===== config.mk =====
export PLATFORM = sky130hd
export DESIGN_NAME = word_capture_ctrl
export DESIGN_NICKNAME = d
export VERILOG_FILES = /design/src/rtl/wcap_pkg.sv /design/src/rtl/wcap_tick_gen.sv /design/src/rtl/wcap_ext_edge.sv /design/src/rtl/wcap_out_stage.sv /design/src/rtl/word_capture_ctrl.sv
export SDC_FILE = /design/constraint.sdc
export NUM_CORES = 1
export LEC_CHECK = 0
export BUFFER_PORTS_ARGS = -buffer_cell sky130_fd_sc_hd__buf_2
export CORE_AREA = 2 2 126 128
export DETAILED_ROUTE_END_ITERATION = 7
export DIE_AREA = 0 0 128 130
export HOLD_SLACK_MARGIN = 0.08
export PLACE_DENSITY = 0.77
export SYNTH_ARGS = -nofsm -noshare
export SYNTH_HDL_FRONTEND = slang
export SYNTH_HIERARCHICAL = 1
export SYNTH_SLANG_ARGS = --single-unit

===== constraint.sdc =====
create_clock -name clk -period 7.1 [get_ports clk]
set_input_delay 0.71 -clock clk [delete_from_list [all_inputs] [get_ports clk]]
set_output_delay 0.71 -clock clk [all_outputs]
set_load 0.02 [all_outputs]

===== src/rtl/wcap_pkg.sv =====
package wcap_pkg;

    localparam logic [2:0] RUN_GO    = 3'd7;
    localparam int         NUM_BIT   = 3;
    localparam int         INV_BIT   = 1;

    typedef enum logic {
        SRC_TIMER  = 1'b0,
        SRC_STROBE = 1'b1
    } req_src_e;

    typedef struct packed {
        logic go;
        logic numbered;
    } opcfg_t;

    function automatic opcfg_t decode_op(input logic [7:0] op);
        opcfg_t c;
        c.go       = (op[2:0] == RUN_GO);
        c.numbered = op[NUM_BIT];
        return c;
    endfunction

    function automatic logic [31:0] at_least_one(input logic [31:0] v);
        return (v == 32'd0) ? 32'd1 : v;
    endfunction

endpackage


===== src/rtl/wcap_tick_gen.sv =====
module wcap_tick_gen
    import wcap_pkg::*;
#(
    parameter int TICK_DIV = 4,
    parameter int CNT_W    = 32
) (
    input  logic             clk,
    input  logic             rst,
    input  logic             en,
    input  logic [CNT_W-1:0] period,
    output logic             req
);
    localparam int PW = (TICK_DIV > 1) ? $clog2(TICK_DIV) : 1;

    logic [PW-1:0]    presc;
    logic [CNT_W-1:0] pcnt;
    logic [CNT_W-1:0] lim;
    logic             tick;
    logic             wrap;

    assign lim  = CNT_W'(at_least_one(32'(period)));
    assign tick = (presc == PW'(TICK_DIV - 1));
    assign wrap = (pcnt >= lim - 1'b1);
    assign req  = en && tick && wrap;

    always_ff @(posedge clk) begin
        if (rst || !en) begin
            presc <= '0;
            pcnt  <= '0;
        end else begin
            presc <= tick ? '0 : presc + 1'b1;
            if (tick) pcnt <= wrap ? '0 : pcnt + 1'b1;
        end
    end

    generate
        if (TICK_DIV > 1) begin : g_spacing
            AST_REQ_SPACED: assert property (@(posedge clk) disable iff (rst)
                req |=> !req);
        end
    endgenerate

endmodule


===== src/rtl/wcap_ext_edge.sv =====
module wcap_ext_edge (
    input  logic clk,
    input  logic rst,
    input  logic strobe,
    input  logic falling,
    output logic hit
);
    logic [2:0] sh;

    always_ff @(posedge clk) begin
        if (rst) sh <= '0;
        else     sh <= {sh[1:0], strobe};
    end

    assign hit = falling ? (sh[2] & ~sh[1]) : (sh[1] & ~sh[2]);

    AST_EDGE_SINGLE: assert property (@(posedge clk) disable iff (rst)
        hit |=> !hit);

endmodule


===== src/rtl/wcap_out_stage.sv =====
module wcap_out_stage #(
    parameter int WORD_W = 32
) (
    input  logic              clk,
    input  logic              rst,
    input  logic              cap,
    input  logic [WORD_W-1:0] word,
    input  logic              out_ready,
    output logic [WORD_W-1:0] out_data,
    output logic              out_valid,
    output logic              accept,
    output logic              ack,
    output logic              wait_err
);
    logic full;

    assign full   = out_valid && !out_ready;
    assign accept = cap && !full;

    always_ff @(posedge clk) begin
        if (rst) begin
            out_data  <= '0;
            out_valid <= 1'b0;
            ack       <= 1'b0;
            wait_err  <= 1'b0;
        end else begin
            ack      <= accept;
            wait_err <= cap && full;
            if (accept) begin
                out_data  <= word;
                out_valid <= 1'b1;
            end else if (out_ready) begin
                out_valid <= 1'b0;
            end
        end
    end

    AST_HOLD_DATA: assert property (@(posedge clk) disable iff (rst)
        (out_valid && !out_ready) |=> $stable(out_data));
    AST_ACK_VALID: assert property (@(posedge clk) disable iff (rst)
        ack |-> out_valid);
    AST_ERR_NO_ACK: assert property (@(posedge clk) disable iff (rst)
        wait_err |-> !ack);

endmodule


===== src/rtl/word_capture_ctrl.sv =====
module word_capture_ctrl
    import wcap_pkg::*;
#(
    parameter int TICK_DIV = 4,
    parameter int LANES    = 4,
    parameter int LANE_W   = 8,
    parameter int CNT_W    = 32
) (
    input  logic                    clk,
    input  logic                    rst,
    input  logic [7:0]              op_mode,
    input  logic                    src_ext,
    input  logic [7:0]              line_pol,
    input  logic [CNT_W-1:0]        period_ticks,
    input  logic [CNT_W-1:0]        xfer_count,
    input  logic [LANES-1:0]        lane_en,
    input  logic [LANES*LANE_W-1:0] data_in,
    input  logic                    ext_req,
    output logic [LANES*LANE_W-1:0] out_data,
    output logic                    out_valid,
    input  logic                    out_ready,
    output logic                    ack,
    output logic                    wait_err,
    output logic                    count_expired
);
    localparam int WORD_W = LANES * LANE_W;

    opcfg_t           cfg;
    req_src_e         src;
    logic             halted;
    logic             active;
    logic             req_int;
    logic             req_ext;
    logic             cap;
    logic             accept;
    logic             expire_now;
    logic [CNT_W-1:0] wcnt;
    logic [CNT_W-1:0] lim;
    logic [WORD_W-1:0] word;

    assign cfg    = decode_op(op_mode);
    assign src    = req_src_e'(src_ext);
    assign active = cfg.go && !halted;
    assign lim    = CNT_W'(at_least_one(32'(xfer_count)));

    generate
        for (genvar g = 0; g < LANES; g++) begin : g_lane
            assign word[g*LANE_W +: LANE_W] = lane_en[g] ? data_in[g*LANE_W +: LANE_W] : '0;
        end
    endgenerate

    wcap_tick_gen #(.TICK_DIV(TICK_DIV), .CNT_W(CNT_W)) u_tick (
        .clk    (clk),
        .rst    (rst),
        .en     (active && (src == SRC_TIMER)),
        .period (period_ticks),
        .req    (req_int)
    );

    wcap_ext_edge u_edge (
        .clk     (clk),
        .rst     (rst),
        .strobe  (ext_req),
        .falling (line_pol[INV_BIT]),
        .hit     (req_ext)
    );

    assign cap = active && ((src == SRC_STROBE) ? req_ext : req_int);

    wcap_out_stage #(.WORD_W(WORD_W)) u_out (
        .clk       (clk),
        .rst       (rst),
        .cap       (cap),
        .word      (word),
        .out_ready (out_ready),
        .out_data  (out_data),
        .out_valid (out_valid),
        .accept    (accept),
        .ack       (ack),
        .wait_err  (wait_err)
    );

    assign expire_now = accept && cfg.numbered && (wcnt + 1'b1 >= lim);

    always_ff @(posedge clk) begin
        if (rst) begin
            halted        <= 1'b0;
            wcnt          <= '0;
            count_expired <= 1'b0;
        end else begin
            count_expired <= expire_now;
            if (!cfg.go)         halted <= 1'b0;
            else if (expire_now) halted <= 1'b1;
            if (!active)     wcnt <= '0;
            else if (accept) wcnt <= wcnt + 1'b1;
        end
    end

    AST_STOP_QUIET: assert property (@(posedge clk) disable iff (rst)
        (op_mode[2:0] != RUN_GO) |=> !ack);
    AST_EXPIRE_WITH_ACK: assert property (@(posedge clk) disable iff (rst)
        count_expired |-> ack);
    AST_EXPIRE_HALTS: assert property (@(posedge clk) disable iff (rst)
        count_expired |=> !ack);
    AST_EXPIRE_PULSE: assert property (@(posedge clk) disable iff (rst)
        count_expired |=> !count_expired);

endmodule


Word-level counts from Yosys, hierarchy flattened
Cells that the tools add are included.
- output and inout bits: 36
- memories: 0
- bits in latches: 0
- input bits: 121
- logic and storage cells: 57
- bits in writable memories: 0
- ROM bits: 0
- register bits after elaboration: 106
- equal/unequal tests: 2
- bitwise logic cells: 7
- magnitude comparators: 2
- multiplexer cells: 11
- div/mod/pow operators: 0
- reduce and logical (&&, ||, !) cells: 21
- add/sub/neg operators: 4
- multipliers: 0
- shift operators: 0
- operators by type and width (operator ; count):
    32-bit two-way mux ; 3
    32-bit by 1-bit adder with 32-bit output (second input constant) ; 2
    32-bit greater-or-equal comparator ; 2
    32-bit logical NOT ; 2
    8-bit two-way mux ; 4
    32-bit by 1-bit subtractor with 32-bit output (second input constant) ; 1
    1-bit logical AND ; 10
    2-bit OR reduction ; 3
    1-bit inverter ; 5
    1-bit logical NOT ; 4
    1-bit two-way mux ; 4
    3-bit equality test (second input constant) ; 1
    2-bit by 1-bit adder with 2-bit output (second input constant) ; 1
    1-bit AND ; 2
    2-bit equality test (second input constant) ; 1
    2-bit nonzero test ; 1
    1-bit logical OR ; 1

Depth between registers and ports, before layout
- depth after elaboration: 10
- depth in mapped cells: 30
- mapped depth without buffers: 27

Modules after synthesis
The synthesis kept the hierarchy.
- modules (own cells, without submodules) (module ; area an instance (um^2) ; instances ; cells each ; seq. area each (um^2)):
    word_capture_ctrl ; 3110.5 ; 1 ; 405 ; 680.7
    wcap_tick_gen ; 2866.5 ; 1 ; 336 ; 680.7
    wcap_out_stage ; 1597.8 ; 1 ; 157 ; 700.7
    wcap_ext_edge ; 101.3 ; 1 ; 9 ; 60.1

Worst setup path before layout
No wires, ideal clock.
- path type: input to register
- from: in period_ticks[23]
- to: reg wcnt[27]
- stages on the path: 28
- setup time: 70 ps
- required time: 7030 ps
- data arrival time: 6775 ps
- slack: 255 ps
- path buffers: 3
- cells stage by stage: or4_1 -> nor4_1 -> nand2_1 -> nor2_1 -> a41oi_1 -> ha_1 -> nand4_1 -> nor2_1 -> xnor2_1 -> ha_1 -> and4_1 -> nand4_1 -> or4_1 -> a31oi_1 -> o21a_1 -> buf_6 -> and2_1 -> mux2i_1 -> nor2_1 -> buf_2 -> inv_2 -> buf_6 -> nor2_1 -> inv_1 -> or4_4 -> or3_4 -> or4_1 -> a21oi_1
- cells in the longest elaborated chain, start to end: 8
- ends and longest elaborated chain (item ; line ; RTL):
    start: declaration ; word_capture_ctrl.sv:14 ; input logic [CNT_W-1:0] period_ticks,
    32-bit logical NOT ; wcap_pkg.sv:25 ; return (v == 32'd0) ? 32'd1 : v;
    32-bit two-way mux * ; wcap_pkg.sv:25 ;
    32-bit by 1-bit subtractor with 32-bit output * ; wcap_tick_gen.sv:23 ; assign wrap = (pcnt >= lim - 1'b1);
    32-bit greater-or-equal comparator * ; wcap_tick_gen.sv:23 ;
    1-bit logical AND * ; wcap_tick_gen.sv:24 ; assign req = en && tick && wrap;
    named net req_int ; word_capture_ctrl.sv:32 ; logic req_int;
    1-bit two-way mux * ; word_capture_ctrl.sv:68 ; assign cap = active && ((src == SRC_STROBE) ? req_ext : req_int);
    1-bit logical AND * ; word_capture_ctrl.sv:68 ;
    named net cap ; word_capture_ctrl.sv:34 ; logic cap;
    1-bit logical AND * ; wcap_out_stage.sv:18 ; assign accept = cap && !full;
    named net accept ; word_capture_ctrl.sv:35 ; logic accept;
    end signal: assignment ; word_capture_ctrl.sv:95 ; else if (accept) wcnt <= wcnt + 1'b1;
    end: declaration ; word_capture_ctrl.sv:37 ; logic [CNT_W-1:0] wcnt;
The timed path passes the listed nets; every way through them passes the cells marked *.
A chain may end at the register's enable or synchronous reset.

Worst setup path after layout
- from: in period_ticks[8]
- to: reg wcnt[27]
The elaborated chain is that of the path after synthesis.

==> results.cfg <==
[die]
die_width_um = 128
placementRows = 46
start_util_pct = 49.76
core-area_mm2 = 0.01542
die_y_um = 130
die-area_mm2 = 0.01664
ios = 157

[final_layout]
final_cells = 1230
seqCellArea_mm2 = 0.002122
fillers = 1425
final_util_pct = 56.95
final_nets = 1221
layout-drive-gt1-share_pct = 25.36
layout-area-overhead-vs-synth_pct = 14.44
multi_input_area_mm2 = 0.005095

[yosys]
syn-num-nets = 1096
seq_area_frac_synth_pct = 27.64
synth_warnings = 6
ys_ff_latch = 106
ys_types = 66
async_flop_share_pct = 0
synth-edff-count = 0
synthTopCellsByArea = dfxtp_1 (28%), ha_1 (11%), xor2_1 (6.8%)
synth_cells = 907
synth_flop_cell = dfxtp_1
syn-cell-area_mm2 = 0.007676
yosys.area.top_type = dfxtp_1
yosys.area.top_type_share_pct = 27.64
avgSynthCellArea_um2 = 8.463

[critical_path]
worstPathArrival_ns = 6.81
cp_slowest_cell = or4_1
worst-r2r-setup-slack_ns = 2.73
critPathBufInv = 3
path_class = in2reg
critical-path-max-stage-delay_ns = 0.59
rr_startpoint = u_tick/pcnt[15]
crit_path_end_kind = flop
critPathTopFamily = simple AND/OR/NAND/NOR gates
cp_max_fo = 6
r2r_end = wcnt[27]
worst_setup_path_start_kind = primary input
cp.required_ns = 7.38
r2r.worst_path.cells = 16

[run]
maxCapViolCount = 0

[clock_network]
cts_root_buf = clkbuf_16
ctsHoldBuffers = 0
cts_resized = 0
clk_pin_slew_worst_paths_ns = 0.08
h-tree-depth = 3
postCtsSetupBuffers = 0
cts_tree = yes
insertion_delay_ns = 0.35
cts-buffers-inserted = 9
cts_buffer_depth = 2
cts_sinks = 106

[routing]
vias = 6821
post-route-drc-count = 0
drt_iter0_drc = 303
final_antenna_net_count = 0
wl_per_cell_um = 14.02
vias_per_cell = 5.546
first_pass_iters = 5
routed_wirelength_mm = 17.24

[hold_path]
hp-start = u_tick/presc[0]
worstHoldPathCells = 1
hold_path_class = reg2reg
hold_end = u_tick/presc[0]

[status]
status = finished, final reports clean

[timing]
finalMaxSlewViolations = 0
period_share_pct = 91.94
finalHoldViolations = 0
slew_headroom_pct = 34.59
rsz0062_at_grt = no
finalSetupViolations = 0
fin_setup_tns_ns = 0
fmax_mhz = 153.2
clock_skew_ns = 0.007421
worst_slew_pin_slew_ns = 0.9722
post-route-min-period_ns = 6.528

[power]
ir_drop_mv = 0.1341
power.leakage_uw = 0.003542
powerDensity_mw_per_mm2 = 147.0

[placement]
io_buffers = 145
hpwlAfterDp_mm = 12.89
dp_cells = 1213
gp_congestion = 0.8695

[grt]
overflow = 0
grt_pass1_vias = 6288
antenna_found_initial = 1
grt_use_total_pct = 20.83
grt_pass1_wl_mm = 28.63
grt_max_degree = 42
==> through the flow <==
stage,hold WS (ns),worst slack [ns],instance area [um^2],power (uW)
2_1_floorplan,0.4043,0.2549,7676,661.0
3_3_place_gp,0.4151,0.3671,8427,709.1
3_5_place_dp,0.4272,0.2646,8427,710.8
4_1_cts,0.4390,0.6096,8782,1304
5_1_grt,0.4458,0.2232,8782,1342
6_report,0.4343,0.5722,8785,1291
==> report_power, final <==
part	internal, uW	switching, uW	total [uW]
logic	48.4	53.0	101
registers	595	0.574	595
clock network	353	242	594
total	996	295	1290
==> Yosys cell counts (all sizes together), types with 27 or more instances <==
master  instances
and2           42
nand2          44
o21ai          44
xor2           60
ha             68
nand3          76
dfxtp         106
nor3           49
a21oi          64
inv            39
xnor2          51
nor2           62
buf            27
nand4          39
==> placed cells by master (no fill, tap or decap), types with 3 or more instances in the layout <==
| cell | Yosys | routed |
|---|---|---|
| dfxtp_1 | 106 | 106 |
| nor3_1 | 38 | 38 |
| buf_2 | 13 | 145 |
| bufinv_16 | 0 | 3 |
| a221o_1 | 4 | 4 |
| nor4_1 | 21 | 20 |
| a21o_1 | 7 | 7 |
| clkbuf_16 | 0 | 9 |
| xor2_1 | 60 | 60 |
| o21ai_2 | 28 | 28 |
| a21oi_1 | 36 | 36 |
| nor2_1 | 62 | 61 |
| nand4_1 | 37 | 37 |
| o21ai_1 | 4 | 4 |
| nand3_1 | 75 | 75 |
| o211ai_1 | 3 | 3 |
| xnor2_1 | 51 | 51 |
| and3_1 | 9 | 9 |
| nor2b_1 | 3 | 3 |
| nand2b_1 | 14 | 14 |
| o21ai_0 | 12 | 12 |
| ha_1 | 68 | 68 |
| nand2_1 | 44 | 44 |
| and2_1 | 42 | 42 |
| nor3_2 | 11 | 11 |
| or4_1 | 6 | 6 |
| buf_4 | 3 | 13 |
| inv_1 | 37 | 37 |
| and4_1 | 8 | 8 |
| a21oi_2 | 28 | 28 |
| or3_1 | 7 | 7 |
| o21a_1 | 3 | 3 |
==> worst register-to-register path: stages, from the launching register on <==
cell     delay (ns)
dfxtp_1        0.39
ha_1           0.34
and4_1         0.20
nand4_1        0.13
or4_1          0.53
a31oi_1        0.31
o21a_1         0.18
and2_1         0.14
mux2i_1        0.07
nor2_2         0.12
inv_2          0.05
nor2_1         0.18
inv_1          0.09
or4_4          0.58
or3_4          0.43
or4_1          0.42
a21oi_1        0.14
==> layout make-up <==
type / instances / share of cell area [%]
Antenna cell: 1 / 0.02849
Clock buffer: 9 / 2.564
Clock inverter: 7 / 1.481
Inverter: 39 / 1.666
Multi-Input combinational cell: 718 / 58.00
Sequential cell: 106 / 24.16
Tap cell: 192 / 2.735
Timing Repair Buffer: 158 / 9.372
==> registers in the layout, summed over array words and instances, names as in the netlist <==
name and cells:
wcnt 32, u_tick/pcnt 32, u_tick/presc 2, u_edge/sh 3
u_out/wait_err 1, halted 1, u_out/out_valid 1, count_expired 1
u_out/ack 1, u_out/out_data 32
==> routing by layer <==
metal | up-vias | share of wire, % | track usage (%)
met5 | - | 0 | 0
met4 | 0 | 1.0 | 3.943
met1 | 3192 | 46 | 26.08
met2 | 125 | 50 | 37.56
met3 | 14 | 3.5 | 4.100
li1 | 3490 | - | -
==> logic make-up after synthesis <==
family / count (synthesis) / synth area share [%]
xor gates and xnor gates: 111 / 12.67
muxes: 2 / 0.2608
DFF: 106 / 27.64
buffers and inverters: 83 / 6.096
AOI/OAI and AO/OA: 139 / 13.15
and+or+nand+nor: 398 / 29.10
adders and majority gates: 68 / 11.08
==> worst max path at each step <==
stage                      from  endpoint  slack, ns  depth (start not counted)
6_report        period_ticks[8]  wcnt[27]       0.57                         26
3_3_place_gp    period_ticks[8]  wcnt[27]       0.37                         26
3_5_place_dp    period_ticks[8]  wcnt[27]       0.26                         26
5_1_grt         period_ticks[8]  wcnt[27]       0.22                         26
2_1_floorplan  period_ticks[23]  wcnt[27]       0.25                         28
4_1_cts         period_ticks[8]  wcnt[27]       0.61                         26
Note: power is estimated with default switching activity, not from simulation.
